### src/rtl/tdm_slot_pkg.sv
`timescale 1ns/1ps
package tdm_slot_pkg;
    typedef enum logic [1:0] {
        ST_WAIT = 2'd0,
        ST_LIVE = 2'd1,
        ST_MUTE = 2'd2,
        ST_NULL = 2'd3
    } slot_st_t;

    localparam int ADDR_W = 3;
    localparam logic [ADDR_W-1:0] A_TXM_LO = 3'd0;
    localparam logic [ADDR_W-1:0] A_TXM_HI = 3'd1;
    localparam logic [ADDR_W-1:0] A_RXM_LO = 3'd2;
    localparam logic [ADDR_W-1:0] A_RXM_HI = 3'd3;
    localparam logic [ADDR_W-1:0] A_NULL   = 3'd4;
    localparam logic [ADDR_W-1:0] A_TXD    = 3'd5;
    localparam logic [ADDR_W-1:0] A_RXD    = 3'd6;
endpackage

### src/rtl/tdm_mask_regs.sv
`timescale 1ns/1ps
// Four half-mask registers; the register index equals its bus address.
module tdm_mask_regs #(
    parameter int SLOTS = 32
) (
    input  logic                             clk,
    input  logic                             rst_n,
    input  logic                             wr,
    input  logic [tdm_slot_pkg::ADDR_W-1:0]  addr,
    input  logic [SLOTS/2-1:0]               wdata,
    output logic [SLOTS-1:0]                 tx_mask,
    output logic [SLOTS-1:0]                 rx_mask
);
    localparam int HALF  = SLOTS / 2;
    localparam int NREGS = 4;

    logic [HALF-1:0] half_q [NREGS];

    for (genvar h = 0; h < NREGS; h++) begin : g_half
        always_ff @(posedge clk) begin
            if (!rst_n) begin
                half_q[h] <= '0;
            end else if (wr && (addr == h[tdm_slot_pkg::ADDR_W-1:0])) begin
                half_q[h] <= wdata;
            end
        end
    end

    assign tx_mask = {half_q[1], half_q[0]};
    assign rx_mask = {half_q[3], half_q[2]};
endmodule

### src/rtl/tdm_slot_fsm.sv
`timescale 1ns/1ps
module tdm_slot_fsm
    import tdm_slot_pkg::*;
#(
    parameter int SLOTS = 32,
    localparam int IDX_W = $clog2(SLOTS)
) (
    input  logic             clk,
    input  logic             rst_n,
    input  logic             slot_start,
    input  logic [IDX_W-1:0] slot_idx,
    input  logic [SLOTS-1:0] tx_mask,
    input  logic [SLOTS-1:0] rx_mask,
    input  logic             null_wr,
    input  logic             txd_wr,
    input  logic             buf_en_cfg,
    output logic             tx_drive,
    output logic             tx_empty,
    output logic             ext_buf_en,
    output logic             rx_slot_en,
    output logic             null_pend
);
    slot_st_t state_q, state_d;
    logic     tx_bit;

    assign tx_bit = tx_mask[slot_idx];

    always_comb begin
        state_d = state_q;
        if (slot_start) begin
            if (null_pend)   state_d = ST_NULL;
            else if (tx_bit) state_d = ST_LIVE;
            else             state_d = ST_MUTE;
        end
    end

    // state register
    always_ff @(posedge clk) begin
        if (!rst_n) state_q <= ST_WAIT;
        else        state_q <= state_d;
    end

    // outputs
    always_comb begin
        tx_drive = 1'b0;
        unique case (state_q)
            ST_WAIT: tx_drive = 1'b0;
            ST_LIVE: tx_drive = 1'b1;
            ST_MUTE: tx_drive = 1'b0;
            ST_NULL: tx_drive = 1'b0;
        endcase
        ext_buf_en = buf_en_cfg & tx_drive;
    end

    // one-shot null request, flags and per-slot receive decision
    always_ff @(posedge clk) begin
        if (!rst_n) begin
            null_pend  <= 1'b0;
            tx_empty   <= 1'b0;
            rx_slot_en <= 1'b0;
        end else begin
            null_pend <= (null_pend & ~slot_start) | null_wr;
            if (slot_start && tx_bit && !null_pend) tx_empty <= 1'b1;
            else if (txd_wr)                         tx_empty <= 1'b0;
            if (slot_start) rx_slot_en <= rx_mask[slot_idx];
        end
    end
endmodule

### src/rtl/tdm_rx_capture.sv
`timescale 1ns/1ps
module tdm_rx_capture #(
    parameter int DATA_W = 24
) (
    input  logic              clk,
    input  logic              rst_n,
    input  logic              word_done,
    input  logic              rx_slot_en,
    input  logic [DATA_W-1:0] rx_word,
    input  logic              rxd_rd,
    output logic [DATA_W-1:0] rx_hold,
    output logic              rx_full
);
    logic keep;
    assign keep = word_done & rx_slot_en;

    always_ff @(posedge clk) begin
        if (!rst_n) begin
            rx_hold <= '0;
            rx_full <= 1'b0;
        end else begin
            if (keep) rx_hold <= rx_word;
            if (keep)        rx_full <= 1'b1;
            else if (rxd_rd) rx_full <= 1'b0;
        end
    end
endmodule

### src/rtl/tdm_slot_gate.sv
`timescale 1ns/1ps
module tdm_slot_gate
    import tdm_slot_pkg::*;
#(
    parameter int SLOTS = 32,
    parameter int REG_W = 24,
    localparam int IDX_W = $clog2(SLOTS),
    localparam int HALF  = SLOTS / 2
) (
    input  logic              clk,
    input  logic              rst_n,
    input  logic              bus_wr,
    input  logic              bus_rd,
    input  logic [ADDR_W-1:0] bus_addr,
    input  logic [REG_W-1:0]  bus_wdata,
    output logic [REG_W-1:0]  bus_rdata,
    input  logic              buf_en_cfg,
    input  logic              slot_start,
    input  logic [IDX_W-1:0]  slot_idx,
    input  logic              word_done,
    input  logic [REG_W-1:0]  rx_word,
    output logic [REG_W-1:0]  tx_word,
    output logic              tx_drive,
    output logic              tx_empty,
    output logic              ext_buf_en,
    output logic              rx_full
);
    localparam int PAD = REG_W - HALF;

    logic [SLOTS-1:0] tx_mask, rx_mask;
    logic [REG_W-1:0] rx_hold;
    logic             rx_slot_en, null_pend;
    logic             null_wr, txd_wr, rxd_rd;

    assign null_wr = bus_wr && (bus_addr == A_NULL);
    assign txd_wr  = bus_wr && (bus_addr == A_TXD);
    assign rxd_rd  = bus_rd && (bus_addr == A_RXD);

    tdm_mask_regs #(.SLOTS(SLOTS)) u_masks (
        .clk     (clk),
        .rst_n   (rst_n),
        .wr      (bus_wr),
        .addr    (bus_addr),
        .wdata   (bus_wdata[HALF-1:0]),
        .tx_mask (tx_mask),
        .rx_mask (rx_mask)
    );

    tdm_slot_fsm #(.SLOTS(SLOTS)) u_fsm (
        .clk        (clk),
        .rst_n      (rst_n),
        .slot_start (slot_start),
        .slot_idx   (slot_idx),
        .tx_mask    (tx_mask),
        .rx_mask    (rx_mask),
        .null_wr    (null_wr),
        .txd_wr     (txd_wr),
        .buf_en_cfg (buf_en_cfg),
        .tx_drive   (tx_drive),
        .tx_empty   (tx_empty),
        .ext_buf_en (ext_buf_en),
        .rx_slot_en (rx_slot_en),
        .null_pend  (null_pend)
    );

    tdm_rx_capture #(.DATA_W(REG_W)) u_rx (
        .clk        (clk),
        .rst_n      (rst_n),
        .word_done  (word_done),
        .rx_slot_en (rx_slot_en),
        .rx_word    (rx_word),
        .rxd_rd     (rxd_rd),
        .rx_hold    (rx_hold),
        .rx_full    (rx_full)
    );

    always_ff @(posedge clk) begin
        if (!rst_n)      tx_word <= '0;
        else if (txd_wr) tx_word <= bus_wdata;
    end

    always_comb begin
        bus_rdata = '0;
        case (bus_addr)
            A_TXM_LO: bus_rdata = {{PAD{1'b0}}, tx_mask[HALF-1:0]};
            A_TXM_HI: bus_rdata = {{PAD{1'b0}}, tx_mask[SLOTS-1:HALF]};
            A_RXM_LO: bus_rdata = {{PAD{1'b0}}, rx_mask[HALF-1:0]};
            A_RXM_HI: bus_rdata = {{PAD{1'b0}}, rx_mask[SLOTS-1:HALF]};
            A_RXD:    bus_rdata = rx_hold;
            default:  bus_rdata = '0;
        endcase
    end
endmodule

### config.mk
export PLATFORM = sky130hd
export DESIGN_NAME = tdm_slot_gate
export DESIGN_NICKNAME = d
export VERILOG_FILES = /design/src/rtl/tdm_slot_pkg.sv /design/src/rtl/tdm_mask_regs.sv /design/src/rtl/tdm_slot_fsm.sv /design/src/rtl/tdm_rx_capture.sv /design/src/rtl/tdm_slot_gate.sv
export SDC_FILE = /design/constraint.sdc
export NUM_CORES = 1
export LEC_CHECK = 0
export ABC_CLOCK_PERIOD_IN_PS = 7000
export CORE_MARGIN = 10
export CORE_UTILIZATION = 40
export DETAILED_ROUTE_END_ITERATION = 10
export DONT_BUFFER_PORTS = 1
export GPL_TIMING_DRIVEN = 1
export MAX_ROUTING_LAYER = met4
export PLACE_DENSITY = 0.56
export SETUP_SLACK_MARGIN = 0.05
export SYNTH_ARGS = -nofsm -noshare
export SYNTH_HDL_FRONTEND = slang
export SYNTH_HIERARCHICAL = 1
export SYNTH_SLANG_ARGS = --single-unit
### constraint.sdc
create_clock -name clk -period 7 [get_ports clk]
set_input_delay 1.4 -clock clk [delete_from_list [all_inputs] [get_ports clk]]
set_output_delay 1.4 -clock clk [all_outputs]
set_load 0.005 [all_outputs]
==> impl_results.md, run 1 <==
- Status: finished, final reports clean
- DP Worst Slack: about 3.1 ns
- Critical Path Start: bus_addr[2]
- Clk_lat worst skew: 0.42 ns
- Row count: 44
- Worst stage delay on the critical path: around 0.79 ns
- Power Density: 280.6 mW/mm²
- Switching power: slightly above 400 µW
- Residual DRC: 0
- Setup TNS: 0 ns
- Clock network fraction of design power: 0.496
- GP Congestion: between 0.9 and 1
- Mapped cell area: roughly 0.0059 mm²
- CTS tree: built
- Relative slew slack: 0.2894
- IO Port Bufs: 0
- Reg power frac: 0.433
- IO Pins: ~120
- Setup-failing EPs final: 0
- Skew final: around 0.0053 ns
- Vias: between 4000 and 5000
- Average via count per standard cell: just under 6
- Peak VDD IR: about 0.00017 V
- H-Tree Depth: 4
- CTS Buf Count: 17
- Vias in the first global route: 4115
- Hpwl dp: about 12 mm
- Reg area: ~0.0030 mm²
- Seq cells post-synth: 118
- Min-Delay Startpoint: u_rx/rx_hold[18]
- Post-synth EDFFs: 64
- Antenna violations before repair: 0
- Non-filler cells, final: a little over 700
- Initial DRT Pass Iterations: 5
- Final Max Slew Viols: 0
- Post-cts resize count: 0
- CTS Hold Buffers Added: 0
- Mean Syn Cell Area: between 10 and 15 µm²
- Root Buffer: clkbuf_16
- Ys flop type: edfxtp_1
- Pleak: approximately 0.0024 µW
- Post-CTS Setup Inserts: 0
- Largest net degree at the start of global routing: 113
- Critical path class: input port to output port
- Worst Path Buf+Inv: 0
- Count of different cell masters after synthesis: 43
- RSZ-0062 raised after global routing: false
- Internal power: around 1400 µW
- Nets@finish: slightly below 600
- GR Overflow Total: 0
- Worst Setup End Kind: output port
- Post-DRT Antenna Nets: 0
- P&R area growth vs syn: 9.825%
- Slowest cell on the critical path: nor2_1
- Fin crit share: 0.5620
- Worst Hold Class: flip-flop to flip-flop
- Syn nets: between 600 and 700
- Largest fanout on the critical path: 15
- Drt total wl: 16.95 mm
- Worst slew pin tran: 1.062 ns
- Final Power: roughly 1800 µW
- Critical path arrival: between 2 and 3 ns
- Worst R2R Start: u_masks/half_q[3][3]
- GR Util All Layers: 0.1718
- Setup crit start kind: input port
- Synth Instances: about 560
- Die Y: 141.7 µm
- Core Area: about 0.015 mm²
- Switching share of power: 0.2236
- 1st-iter DRT viols: ~350
- ANT cells: 0
- Critical path's top delay family: simple AND/OR/NAND/NOR gates
- Clk buf depth: 2
- Post-route minimum period: between 3 and 4 ns
- Final hold viol count: 0
- WL per Instance: between 20 and 25 µm
- MaxCap Viol Count: 0
- Synth Warn #: 6
- Area of the multi-input gates: between 0.002 and 0.003 mm²
- Clock transition at path regs: 0.06 ns
- Combinational power share: 0.071
- Final worst slack: a little over 3 ns
- Seq/Total Area, Yosys: 0.5071
- Fmax achieved: between 200 and 300 MHz
- Required @ worst endpoint: 5.60 ns
- CP cell instances: nor2_1 -> a221o_1
- Layout cells sized above 1: 0.1455
- Global-route wire length before repair: approximately 25 mm
- FILL cells: roughly 1400
- Starting Density: 0.4075
- Fraction of registers with async set or reset after synthesis: 0
- TritonCTS Sinks: roughly 120
- Dpl cells: between 600 and 700
- Die ar.: 0.02007 mm²
- Die X: about 140 µm
==> cell usage in the layout (no fill, tap or decap), types with 3 or more instances in the layout <==
master | netlist | layout
edfxtp_1 | 64 | 64
nand2_1 | 56 | 56
dfxtp_1 | 54 | 54
nor2_1 | 50 | 50
nand3_1 | 43 | 43
mux2i_1 | 32 | 32
and3_1 | 32 | 32
o21ai_0 | 32 | 30
nand4_1 | 27 | 27
o21ai_2 | 20 | 21
clkbuf_16 | 0 | 17
a221o_1 | 14 | 14
mux2_2 | 13 | 13
and2_1 | 11 | 11
nor2b_1 | 7 | 7
a22oi_1 | 6 | 6
mux4_1 | 5 | 5
mux4_2 | 5 | 5
nand2b_1 | 4 | 4
clkinv_2 | 0 | 4
bufinv_16 | 0 | 4
buf_4 | 3 | 4
inv_1 | 3 | 3
o21a_1 | 3 | 3
o21ai_1 | 2 | 3
clkinv_4 | 0 | 3
a21oi_1 | 3 | 3
nand3b_1 | 3 | 3
==> layout make-up <==
class / count / share of cell area
tap: 184 / 0.03540
timing repair buffer: 4 / 0.004617
multi-input combinational: 386 / 0.4021
sequential: 118 / 0.4617
clock inverter: 13 / 0.02790
clock buffer: 19 / 0.06656
inverter: 3 / 0.001731
==> cells in the mapped netlist, types with 3 or more instances <==
| library cell | instances | area, µm² |
|---|---|---|
| dfxtp_1 | 54 | 1081 |
| mux4_2 | 5 | 112.6 |
| a22oi_1 | 6 | 45.04 |
| buf_4 | 3 | 22.52 |
| nand2_1 | 56 | 210.2 |
| o21a_1 | 3 | 22.52 |
| a221o_1 | 14 | 140.1 |
| nand2b_1 | 4 | 25.02 |
| mux2_2 | 13 | 146.4 |
| buf_6 | 11 | 123.9 |
| inv_1 | 3 | 11.26 |
| mux4_1 | 5 | 131.4 |
| nor2_1 | 50 | 187.7 |
| a21oi_1 | 3 | 15.01 |
| o21ai_0 | 32 | 160.2 |
| o21ai_2 | 20 | 175.2 |
| and3_1 | 32 | 200.2 |
| clkbuf_1 | 23 | 86.33 |
| nand4_1 | 27 | 168.9 |
| nand3_1 | 43 | 215.2 |
| nand3b_1 | 3 | 22.52 |
| mux2i_1 | 32 | 320.3 |
| edfxtp_1 | 64 | 1922 |
| and2_1 | 11 | 68.82 |
| buf_2 | 12 | 60.06 |
| nor2b_1 | 7 | 43.79 |
==> metal layers <==
layer  part of all wire  routed length (µm)  vias up  global-route usage
met2               0.44                7394      202              0.2401
met1               0.41                6886     2029              0.2056
met4              0.037                 631        0             0.08338
met3               0.12                2035       41             0.07844
li1                   -                   -     2020                   -
met5                  0                   0        -                   -
==> stage by stage <==
step | instance area [µm²] | hold slack, ns | util
5_1_grt | 6504 | 0.4727 | 0.4475
2_1_floorplan | 5922 | 0.4314 | -
6_report | 6504 | 0.4596 | 0.4475
3_5_place_dp | 5889 | 0.4514 | 0.4052
4_1_cts | 6504 | 0.4588 | 0.4475
3_3_place_gp | 5889 | 0.4423 | 0.4052
==> worst register-to-register path, cell delays in order (launching register included) <==
cell	delay (ns)
edfxtp_1	0.40
mux4_1	0.55
mux4_2	0.49
o2111ai_1	0.20
o22ai_1	0.10
==> sequential cells by signal, summed over array words and instances, names as in the netlist <==
register and cells:
u_rx/rx_full 1, u_fsm/rx_slot_en 1, u_masks/half_q 64, u_fsm/null_pend 1
u_fsm/tx_empty 1, u_rx/rx_hold 24, u_fsm/state_q 2, tx_word 24
==> power groups by stage <==
stage	combinational [µW]	clock, µW	sequential [µW]
2_1_floorplan	124	0	794
3_3_place_gp	129	0	803
3_5_place_dp	130	0	804
4_1_cts	131	917	790
5_1_grt	142	954	793
6_report	130	905	790
==> final timing paths <==
| kind | cells after the start | slack [ns] | endpoint |
|---|---|---|---|
| worst max-delay path | 2 | 3.07 | bus_rdata[13] |
| worst min-delay path | 2 | 0.46 | u_rx/rx_hold[18] |
| worst max register to register | 4 | 5.13 | u_fsm/rx_slot_en |
| worst min register to register | 2 | 0.46 | u_rx/rx_hold[18] |
==> cells by family (layout without fill, tap and decap cells) <==
logic type             count (synthesis)  after routing  synth area share
AO/OA/AOI/OAI                         87             87            0.1048
AND/OR/NAND/NOR                      243            243            0.2111
flip-flops                           118            118            0.5071
buffers and inverters                 55             39           0.05514
multiplexers                          56             56            0.1219
Note: power is estimated with default switching activity, not from simulation.
==> run 2: changes to the inputs <==
ABC_CLOCK_PERIOD_IN_PS = 3580   (was 7000)
PLACE_DENSITY = 0.58   (was 0.56)
clock period = 3.58 ns   (was 7 ns; I/O delays follow)
==> run 2 against run 1 <==
- die area unchanged
- via count grew 1.7%
- sequential share of layout area increased by 0.31 points
- first-iteration DRC count up 18%
- highest routed layer unchanged
- clock-buffer cell count rose by 2
- total power rose by 88%
- non-clock buffer count rose by 2
- critical path type unchanged
- register-to-register slack worse by 3.4 ns
==> impl_results.md, run 2 (synthesis results as in run 1) <==
- TritonCTS Sinks: 118 (unchanged)
- Row count: 44 (unchanged)
- RSZ-0062 raised after global routing: false
- Non-filler cells, final: 729 (+0.28%)
- Global-route wire length before repair: 26.43 mm (+4.1%)
- Critical path class: input port to output port
- Clk buf depth: 2 (unchanged)
- GP Congestion: 0.8871 (-3.1%)
- Skew final: 0.006523 ns (+0.001268 ns)
- Peak VDD IR: 0.0003789 V (+120%)
- Critical path arrival: 1.83 ns (-0.70 ns)
- Power Density: 531.6 mW/mm² (+89%)
- Met3 usage: 0.08478 (+0.006342)
- GR Overflow Total: 0 (unchanged)
- Final Power: 3434 µW (+88%)
- Dpl cells: 697 (+0.29%)
- GR Util All Layers: 0.1759 (+0.004014)
- Largest net degree at the start of global routing: 113 (unchanged)
- Clock transition at path regs: 0.05 ns (about the same)
- Vias in the first global route: 4274 (+3.9%)
- Largest register by flop count: u_masks/half_q
- Die Y: 141.7 µm (unchanged)
- Root Buffer: clkbuf_16
- Post-cts resize count: 0 (unchanged)
- CTS Hold Buffers Added: 0 (unchanged)
- Die ar.: 0.02007 mm² (unchanged)
- Final hold viol count: 0 (unchanged)
- Worst slew pin tran: 0.9702 ns (-0.09185 ns)
- Slowest cell on the critical path: and3b_1
- Core Area: 0.01453 mm² (unchanged)
- Largest registers: u_masks/half_q (64), tx_word (24), u_rx/rx_hold (24)
- Initial DRT Pass Iterations: 4 (-1)
- Post-CTS Setup Inserts: 0 (unchanged)
- Hpwl dp: 12.50 mm (+1.5%)
- Global-route track usage on met1: 0.2192 (+0.01366)
- Worst Setup End Kind: output port
- Most frequent cells in the layout: edfxtp_1, nand2_1, dfxtp_1, nor2_1, nand3_1
- Met2 usage: 0.2474 (+0.007321)
- Clk_lat worst skew: 0.42 ns (about the same)
- Worst Path Buf+Inv: 0 (unchanged)
- Worst stage delay on the critical path: 0.77 ns (-0.02 ns)
- Setup crit start kind: input port
- Status: finished, final reports clean
- P&R area growth vs syn: 9.085%
- Worst Hold Class: input port to flip-flop
- Die X: 141.7 µm (unchanged)
- CP cell instances: and3b_1 -> a221o_1
- Final hold slack: 0.3980 ns (-0.06161 ns)
- ANT cells: 0 (unchanged)
- IO Pins: 115 (unchanged)
- Final Max Slew Viols: 0 (unchanged)
- Layout cells sized above 1: 0.1413 (-0.004204)
- Gr busiest metal: met2
- CTS Buf Count: 17 (unchanged)
- H-Tree Depth: 4 (unchanged)
- WL per Instance: 23.72 µm (+1.8%)
- Vias: 4366 (+1.7%)
- Max FFs per register: 64 (unchanged)
- Post-route minimum period: 2.546 ns
- Critical path's top delay family: simple AND/OR/NAND/NOR gates
- Nets@finish: 595 (+0.34%)
- IO Port Bufs: 0 (unchanged)
- Commonest non-fill, non-tap cell in the layout: edfxtp_1
- 1st-iter DRT viols: 406 (+18%)
- Relative slew slack: 0.3493 (+0.05996)
- Fmax achieved: approximately 390 MHz
- Setup-failing EPs final: 0 (unchanged)
- Pleak: 0.002431 µW (-0.21%)
- Antenna violations before repair: 0 (unchanged)
- Required @ worst endpoint: 2.86 ns (-2.74 ns)
- Setup TNS: 0 ns (unchanged)
- FILL cells: 1381 (+0.51%)
- Starting Density: 0.4075 (unchanged)
- Largest fanout on the critical path: 28 (+13)
- Average via count per standard cell: 5.989 (+1.4%)
- Post-DRT Antenna Nets: 0 (unchanged)
- CTS tree: built
- MaxCap Viol Count: 0 (unchanged)
- Drt total wl: 17.30 mm (+2.0%)
- Residual DRC: 0 (unchanged)
- Fin crit share: 0.7111
## run 2: final timing paths
kind,startpoint,end,slack (ns),cells past startpoint
setup reg to reg,u_masks/half_q[3][9],u_fsm/rx_slot_en,1.71,4
hold reg to reg,u_rx/rx_hold[21],u_rx/rx_hold[21],0.45,2
setup / recovery,bus_addr[0],bus_rdata[8],1.03,2
hold / removal,slot_start,u_fsm/rx_slot_en,0.40,1
## run 2: layer usage
metal  part of all wire  vias to the layer above
met5                  0                        -
met4              0.011                        0
met3               0.13                       17
met2               0.44                      235
met1               0.42                     2093
li1                   -                     2021
## run 2: power breakdown
group,internal [µW],switching (µW),leakage [µW]
clock,1050,581,0.000284
sequential,1500,50.9,0.00106
combinational,111,139,0.00109
total,2660,771,0.00243
## run 2: final cells by class
cell class	count	area, µm²	share of cell area
Sequential cell	118	3003	0.4648
Multi-Input combinational cell	386	2603	0.4029
Clock buffer	21	461.7	0.07147
Tap cell	184	230.2	0.03564
Clock inverter	11	106.4	0.01646
Timing Repair Buffer	6	45.04	0.006973
Inverter	3	11.26	0.001743
## run 2: per-stage QoR
stage	utilization	worst slack (ns)	area (µm²)
final	0.4445	1.034	6460
after global routing	0.4445	0.9576	6460
after CTS	0.4445	1.042	6460
after detailed placement	0.4054	1.042	5892
after global placement	0.4054	1.147	5892
after floorplan	-	0.8706	5922
